File: config.mk
export PLATFORM = sky130hd
export DESIGN_NAME = failsafe_wdog
export DESIGN_NICKNAME = d
export VERILOG_FILES = /design/src/rtl/wdog_pkg.sv /design/src/rtl/wdog_clr_qual.sv /design/src/rtl/wdog_tick.sv /design/src/rtl/wdog_core.sv /design/src/rtl/failsafe_wdog.sv
export SDC_FILE = /design/constraint.sdc
export NUM_CORES = 1
export LEC_CHECK = 0
export ABC_CLOCK_PERIOD_IN_PS = 3790
export BUFFER_PORTS_ARGS = -buffer_cell sky130_fd_sc_hd__buf_2
export CAP_MARGIN = 20
export CORE_ASPECT_RATIO = 1.1
export CORE_MARGIN = 4
export CORE_UTILIZATION = 45
export DETAILED_ROUTE_END_ITERATION = 10
export PLACE_DENSITY_LB_ADDON = 0.08
export SYNTH_ARGS = -nofsm -noshare
export SYNTH_HDL_FRONTEND = slang
export SYNTH_SLANG_ARGS = --single-unit
export TNS_END_PERCENT = 5
File: constraint.sdc
create_clock -name clk_i -period 3.79 [get_ports clk_i]
set_input_delay 0.9475 -clock clk_i [delete_from_list [all_inputs] [get_ports clk_i]]
set_output_delay 0.9475 -clock clk_i [all_outputs]
set_load 0.01 [all_outputs]
File: src/rtl/wdog_pkg.sv
package wdog_pkg;
  typedef enum logic [1:0] {
    ST_ARMED = 2'd0,
    ST_WARN  = 2'd1,
    ST_FAIL  = 2'd2
  } wd_stage_e;
endpackage

File: src/rtl/wdog_clr_qual.sv
module wdog_clr_qual #(
  parameter int CLR_MIN_CYC = 30
) (
  input  logic clk_i,
  input  logic rst_ni,
  input  logic en_i,
  input  logic clr_ni,
  output logic clr_evt_o
);
  localparam int QW = $clog2(CLR_MIN_CYC + 1);
  localparam logic [QW-1:0] LASTQ = QW'(CLR_MIN_CYC - 1);

  logic [1:0]    sync_q;
  logic [QW-1:0] low_cnt_q;
  logic          used_q;
  logic          evt_q;

  always_ff @(posedge clk_i or negedge rst_ni) begin
    if (!rst_ni) begin
      sync_q    <= 2'b11;
      low_cnt_q <= '0;
      used_q    <= 1'b0;
      evt_q     <= 1'b0;
    end else begin
      sync_q <= {sync_q[0], clr_ni};
      evt_q  <= 1'b0;
      if (!en_i || sync_q[1]) begin
        low_cnt_q <= '0;
        used_q    <= 1'b0;
      end else if (!used_q) begin
        // one event per low level
        if (low_cnt_q == LASTQ) begin
          evt_q  <= 1'b1;
          used_q <= 1'b1;
        end else begin
          low_cnt_q <= low_cnt_q + 1'b1;
        end
      end
    end
  end

  assign clr_evt_o = evt_q;
endmodule

File: src/rtl/wdog_tick.sv
module wdog_tick #(
  parameter int TICK_DIV = 2000
) (
  input  logic clk_i,
  input  logic rst_ni,
  input  logic run_i,
  input  logic restart_i,
  output logic tick_o
);
  localparam int CW = (TICK_DIV > 1) ? $clog2(TICK_DIV) : 1;
  localparam logic [CW-1:0] LASTC = CW'(TICK_DIV - 1);

  logic [CW-1:0] cnt_q;

  assign tick_o = run_i && !restart_i && (cnt_q == LASTC);

  always_ff @(posedge clk_i or negedge rst_ni) begin
    if (!rst_ni)                cnt_q <= '0;
    else if (!run_i || restart_i) cnt_q <= '0;
    else if (tick_o)            cnt_q <= '0;
    else                        cnt_q <= cnt_q + 1'b1;
  end
endmodule

File: src/rtl/wdog_core.sv
module wdog_core
  import wdog_pkg::*;
#(
  parameter int TIMEOUT_TICKS = 1000
) (
  input  logic clk_i,
  input  logic rst_ni,
  input  logic en_i,
  input  logic clr_evt_i,
  input  logic tick_i,
  output logic warn_no,
  output logic req_o
);
  localparam int TW = (TIMEOUT_TICKS > 1) ? $clog2(TIMEOUT_TICKS) : 1;
  localparam logic [TW-1:0] LASTT = TW'(TIMEOUT_TICKS - 1);

  wd_stage_e     stage_q;
  logic [TW-1:0] tcnt_q;
  logic          warn_q;
  logic          req_q;

  always_ff @(posedge clk_i or negedge rst_ni) begin
    if (!rst_ni) begin
      stage_q <= ST_ARMED;
      tcnt_q  <= '0;
      warn_q  <= 1'b1;
      req_q   <= 1'b0;
    end else if (!en_i || clr_evt_i) begin
      stage_q <= ST_ARMED;
      tcnt_q  <= '0;
      warn_q  <= 1'b1;
      req_q   <= 1'b0;
    end else if (tick_i) begin
      if (tcnt_q == LASTT) begin
        tcnt_q <= '0;
        warn_q <= !warn_q;
        case (stage_q)
          ST_ARMED: stage_q <= ST_WARN;
          ST_WARN: begin
            stage_q <= ST_FAIL;
            req_q   <= 1'b1;
          end
          default: stage_q <= ST_FAIL;
        endcase
      end else begin
        tcnt_q <= tcnt_q + 1'b1;
      end
    end
  end

  assign warn_no = warn_q;
  assign req_o   = req_q;
endmodule

File: src/rtl/failsafe_wdog.sv
module failsafe_wdog #(
  parameter int TICK_DIV      = 2000,
  parameter int TIMEOUT_TICKS = 1000,
  parameter int CLR_MIN_CYC   = 30
) (
  input  logic clk_i,
  input  logic rst_ni,
  input  logic pwr_ok_i,
  input  logic vdrop_i,
  input  logic clr_ni,
  output logic warn_no,
  output logic wd_req_o,
  output logic res_no
);
  logic wd_en;
  logic clr_evt;
  logic tick;

  assign wd_en = pwr_ok_i && !vdrop_i;

  wdog_clr_qual #(.CLR_MIN_CYC(CLR_MIN_CYC)) u_qual (
    .clk_i    (clk_i),
    .rst_ni   (rst_ni),
    .en_i     (wd_en),
    .clr_ni   (clr_ni),
    .clr_evt_o(clr_evt)
  );

  wdog_tick #(.TICK_DIV(TICK_DIV)) u_tick (
    .clk_i    (clk_i),
    .rst_ni   (rst_ni),
    .run_i    (wd_en),
    .restart_i(clr_evt),
    .tick_o   (tick)
  );

  wdog_core #(.TIMEOUT_TICKS(TIMEOUT_TICKS)) u_core (
    .clk_i    (clk_i),
    .rst_ni   (rst_ni),
    .en_i     (wd_en),
    .clr_evt_i(clr_evt),
    .tick_i   (tick),
    .warn_no  (warn_no),
    .req_o    (wd_req_o)
  );

  assign res_no = wd_en && !wd_req_o;
endmodule

=== Word level (Yosys, flattened, before mapping) ===
Cells that the tools add are included.

* Bits in registers: 34
* Logic and storage cells: 60
* Input port bits: 5

* Muxes and demuxes: 24
* Equality and inequality tests: 6
* Add/sub/neg operators: 3
* Reductions and logical operators: 18

{| class="wikitable"
|+ Operators by type and width
! operator !! count
|-
| 10-bit two-way mux || 3
|-
| 11-bit two-way mux || 2
|-
| 5-bit two-way mux || 3
|-
| 1-bit two-way mux || 12
|-
| 11-bit by 1-bit adder with 11-bit output, second input constant || 1
|-
| 11-bit == test, second input constant || 1
|-
| 10-bit by 1-bit adder with 10-bit output, second input constant || 1
|-
| 10-bit == test, second input constant || 1
|-
| 2-bit two-way mux || 4
|-
| 2-bit nonzero test || 3
|-
| 5-bit by 1-bit adder with 5-bit output, second input constant || 1
|-
| 5-bit == test, second input constant || 1
|-
| 1-bit zero test || 5
|-
| 1-bit logical AND || 4
|-
| 2-bit AND reduction || 2
|-
| 3-bit AND reduction || 1
|-
| 2-bit by 1-bit == test with 1-bit output, second input constant || 1
|-
| 2-bit zero test || 1
|-
| 1-bit logical OR || 2
|-
| 2-bit by 1-bit != test with 1-bit output, second input constant || 1
|-
| 2-bit != test, second input constant || 1
|}

=== Longest topological paths before layout ===
* Depth after elaboration: 6
* Mapped depth: 7
* Gate-level depth less buffers: 6

=== Hierarchy ===
A second synthesis with hierarchy kept.

* Cells, all modules: 166
* Area total of the unflattened synthesis: 1,755.4 um2

{| class="wikitable"
|+ Modules (own cells, without submodules)
! module !! sequential area each (um2) !! cells an instance !! times used !! area an instance (um2)
|-
| wdog_core || 351.6 || 70 || 1 || 723.2
|-
| wdog_tick || 275.3 || 61 || 1 || 616.8
|-
| wdog_clr_qual || 227.7 || 33 || 1 || 396.6
|-
| failsafe_wdog || 0.0 || 2 || 1 || 18.8
|}

=== Worst setup path before layout ===
OpenSTA, ideal clock, no wires.

* Path kind: input to register
* Start point: input vdrop_i
* End point: register u_core.tcnt_q[9]
* Cell stages on the path: 5
* Arrival time: 2.276 ns
* Slack: 1.419 ns
* Path through: or3b_1 -> clkbuf_1 -> or4_1 -> o31a_1 -> o31ai_1

* Cells in the longest elaborated chain, start to end: 5
* Elaborated cells on any way between the ends: 8
* Classes of those cells: mux: 1; reduce/logical: 7

{| class="wikitable"
|+ Ends and longest elaborated chain
! what !! line !! text
|-
| start, declared || failsafe_wdog.sv:9 || <nowiki>input logic vdrop_i,</nowiki>
|-
| 1-bit zero test (*) || failsafe_wdog.sv:19 || <nowiki>assign wd_en = pwr_ok_i && !vdrop_i;</nowiki>
|-
| 1-bit logical AND (*) || failsafe_wdog.sv:19 ||
|-
| 1-bit zero test / 1-bit logical AND (equally long branches) || wdog_core.sv:28, wdog_tick.sv:15 ||
|-
| 1-bit logical OR / 1-bit logical AND (equally long branches) || wdog_core.sv:28, wdog_tick.sv:15 ||
|-
| 10-bit two-way mux / 2-bit nonzero test (equally long branches) || n/a ||
|-
| end signal, assigned || wdog_core.sv:46 || <nowiki>tcnt_q <= tcnt_q + 1'b1;</nowiki>
|-
| end, declared || wdog_core.sv:18 || <nowiki>logic [TW-1:0] tcnt_q;</nowiki>
|}

Mark *: on every way between the ends. The rest lies on a longest branch, timed or not.
A chain may end at the register's enable or synchronous reset.

=== Worst setup path in the final report ===
* Start point: input vdrop_i
* End point: output res_no

* Cells in the longest elaborated chain, start to end: 3

{| class="wikitable"
|+ Ends and longest elaborated chain
! what !! line !! text
|-
| 1-bit zero test || failsafe_wdog.sv:19 ||
|-
| 1-bit logical AND || failsafe_wdog.sv:19 ||
|-
| 1-bit logical AND || failsafe_wdog.sv:47 || <nowiki>assign res_no = wd_en && !wd_req_o;</nowiki>
|-
| end, declared || failsafe_wdog.sv:13 || <nowiki>output logic res_no</nowiki>
|}

No other way between the ends.

==> impl_results.md <==
- Status: complete, no violations
- Die span in x: 65.7 um
- Hold_buf cts: 0
- Vias: 1246
- Hold Crit Class: register to register
- R2r startpoint: u_tick.cnt_q[0]
- WHS Path Cells: 0
- Post-CTS setup buffers: 0
- Routed WL per cell: 14.5 um
- Initial antenna violation count: 0
- Routability cong.: 0.786
- Max-cap violation count: 0
- H-tree depth: 2
- Async S/R FF share, synth: 100%
- Syn Area/Cell: 10.4 um^2
- Final Max Slew Viols: 0
- Top post-synthesis cells by count: 31 x dfrtp_1, 13 x nor2_1, 10 x nand4_1
- Sequential element share of the synthesized area: 51.8%
- Clock sink total: 34
- I/O pin count: 8
- Clock group share of total power: 46.8%
- Max frequency: 427 MHz
- Switching Fraction: 20.2%
- Share of layout cells above drive strength 1: 14.6%
- Synth area leaders: dfrtp_1 47%, dfstp_2 4.8%, nand4_1 3.8%, xnor2_1 3.7%, ha_1 3.0%
- Yosys warnings: 0
- Top-count cell post-synth: dfrtp_1
- Primary FF master, synth: dfrtp_1
- CTS Buf Count: 5
- Synth top area share: 47.0%
- Worst vdd ir: 180 uV
- Max Fanout on Critical Path: 4
- Worst-path clk slew: 0.10 ns
- DRC viols: 0
- Worst Setup Start Kind: input pin
- Internal Power: 0.000601 W
- Critical Setup Path Class: input pin to primary output
- Core area: 3440 um^2
- Synthesis-to-finish area growth: 12.0%
- GRT Residual Overflow: 0
- # setup viols final: 0
- Post-DRT Antenna Nets: 0
- Synth Cell Area: 1650 um^2
- EDFF count, synth: 0
- Reg2Reg Setup Slack: 1.57 ns
- Total wire length: 3.17 mm
- Total Neg Setup Slack: 0 ns
- Die Area: 4700 um^2
- Drt pass-1 iters: 4
- Cells along the critical path: buf_2 -> nor3b_1 -> buf_2
- Synth Register Bits: 34
- GRT Resource Usage Total: 15.9%
- Logic pwr share: 3.9%
- Crit path buf inv count: 2
- # resized after CTS: 0
- Seq pwr share: 49.4%
- Hold path endpoint: u_qual.sync_q[1]
- RSZ-0062 raised after global routing: false
- Synth Net Count: 168
- Worst skew pair latency: 0.34 ns
- Height of the die: 71.5 um
- Initial Util: 48.0%
- Antenna cells: 0
- CP endpoint kind: primary output
- Fin util: 53.7%
- PD cells: 407 nW/um^2
- Root Buffer: clkbuf_4
- Post-DP HPWL: 2.12 mm
- Headroom to the max-slew limit: 51.0%
- Detailed-route vias per instance: 5.69
- FF-to-FF End: u_core.stage_q[0]
- Clk_skew: 0.0144 ns
- Slowest cell on crit path: nor3b_1
- Synth area leader: dfrtp_1
- Cell variety after synth: 37
- Final Hold Vio Count: 0
- Crit path max-delay family: buffers and inverters
- CTS tree: done
- Vias in the first global route: 1224
- Core Rows: 22
- Hold_sp: u_qual.sync_q[0]
- Worst path most repeated cell: buf_2
- Min cycle time layout: 2.34 ns
- 1st-iter DRT viols: 99
- Final cycle utilization of the critical path: 61.8%
- Clk buf depth: 2
- Port Buffer Count: 7
- Leakage power: 0.760 nW
- Critical Path AT: 1.40 ns
- R2R depth: 5
- Pin slew with the least headroom to its limit: 0.735 ns
- CP max stage delay: 0.17 ns
- Number of nets in the layout: 179
- Largest net degree at the start of global routing: 35
- Syn Inst Count: 159
- WP data required: 2.84 ns
- First-pass GRT wire length: 5.64 mm
- NetSw: 0.000152 W
metal layers:
layer / global-route usage, % / part of all wire (%) / vias to the layer above
li1: - / - / 603
met1: 20.1 / 46 / 620
met2: 24.5 / 49 / 19
met3: 5.64 / 3.9 / 4
met4: 6.91 / 1.5 / 0
met5: 0 / 0 / -
area by class of cell:
type | instances | area [um^2]
clock inverters | 2 | 60.1
fillers | 308 | 1590
inverters | 4 | 15.0
repair buffers | 9 | 47.5
clock buffers | 6 | 51.3
well taps | 48 | 60.1
multi-input cells | 116 | 759
flip-flops and latches | 34 | 855
metrics by stage:
stage | total power (W) | cell area [um^2] | worst slack, ns | std cells | hold WS (ns)
final | 0.000753 | 1850 | 1.45 | 219 | 0.363
after global routing | 0.000790 | 1850 | 1.35 | 219 | 0.380
after CTS | 0.000763 | 1840 | 1.43 | 218 | 0.367
after detailed placement | 0.000408 | 1730 | 1.25 | 210 | 0.348
after global placement | 0.000407 | 1730 | 1.31 | 210 | 0.350
after floorplan | 0.000393 | 1650 | 1.42 | 159 | 0.345
sequential cells by signal (all words and copies together), names as in the netlist, 2 cells and up:
| register | cells |
|---|---|
| u_tick.cnt_q | 11 |
| u_core.tcnt_q | 10 |
| u_qual.low_cnt_q | 5 |
| u_core.stage_q | 2 |
| u_qual.sync_q | 2 |
cells by family (layout without fill, tap and decap cells):
group	Yosys count	in the layout	synth area share (%)
xor gates and xnor gates	11	11	5.84
muxes	2	2	1.36
buffers and inverters	9	21	2.20
AOI/OAI and AO/OA	27	27	11.2
DFF	34	34	51.8
and+or+nand+nor	72	72	24.6
adders and majority gates	4	4	3.03
how the worst max path moves through the flow:
stage / slack, ns / from / cells past startpoint / end
final: 1.45 / vdrop_i / 3 / res_no
after global routing: 1.35 / u_tick.cnt_q[0] / 5 / u_core.tcnt_q[7]
after CTS: 1.43 / vdrop_i / 3 / res_no
after detailed placement: 1.25 / vdrop_i / 5 / u_core.tcnt_q[9]
after global placement: 1.31 / vdrop_i / 5 / u_core.tcnt_q[9]
after floorplan: 1.42 / vdrop_i / 5 / u_core.tcnt_q[9]
power groups by stage:
stage	Clock [W]	Sequential (W)	Combinational, W
6_report	0.000352	0.000372	0.0000292
5_1_grt	0.000384	0.000373	0.0000337
4_1_cts	0.000362	0.000372	0.0000296
3_5_place_dp	0	0.000379	0.0000294
3_3_place_gp	0	0.000378	0.0000287
2_1_floorplan	0	0.000378	0.0000151
layout by cell type, fill, tap and decap left out, types with 2 or more instances in the layout:
cell	netlist	final
bufinv_16	0	2
nor3_1	7	7
nand3_1	4	4
and3_1	4	4
clkbuf_4	0	5
xor2_1	4	4
nor2_1	13	13
or4_1	3	3
nor4_1	2	2
buf_2	2	7
dfstp_2	3	3
o21ai_0	5	5
dfrtp_1	31	31
mux2_2	2	2
nand2_1	9	9
and2_1	4	4
ha_1	4	4
o31a_1	2	2
nand4_1	10	10
a22o_1	2	2
o22a_1	2	2
a21oi_1	7	7
or3_1	7	7
o31ai_1	4	4
nor3b_1	3	3
xnor2_1	7	7
inv_1	4	4
Power figures use the tool's default switching activity.
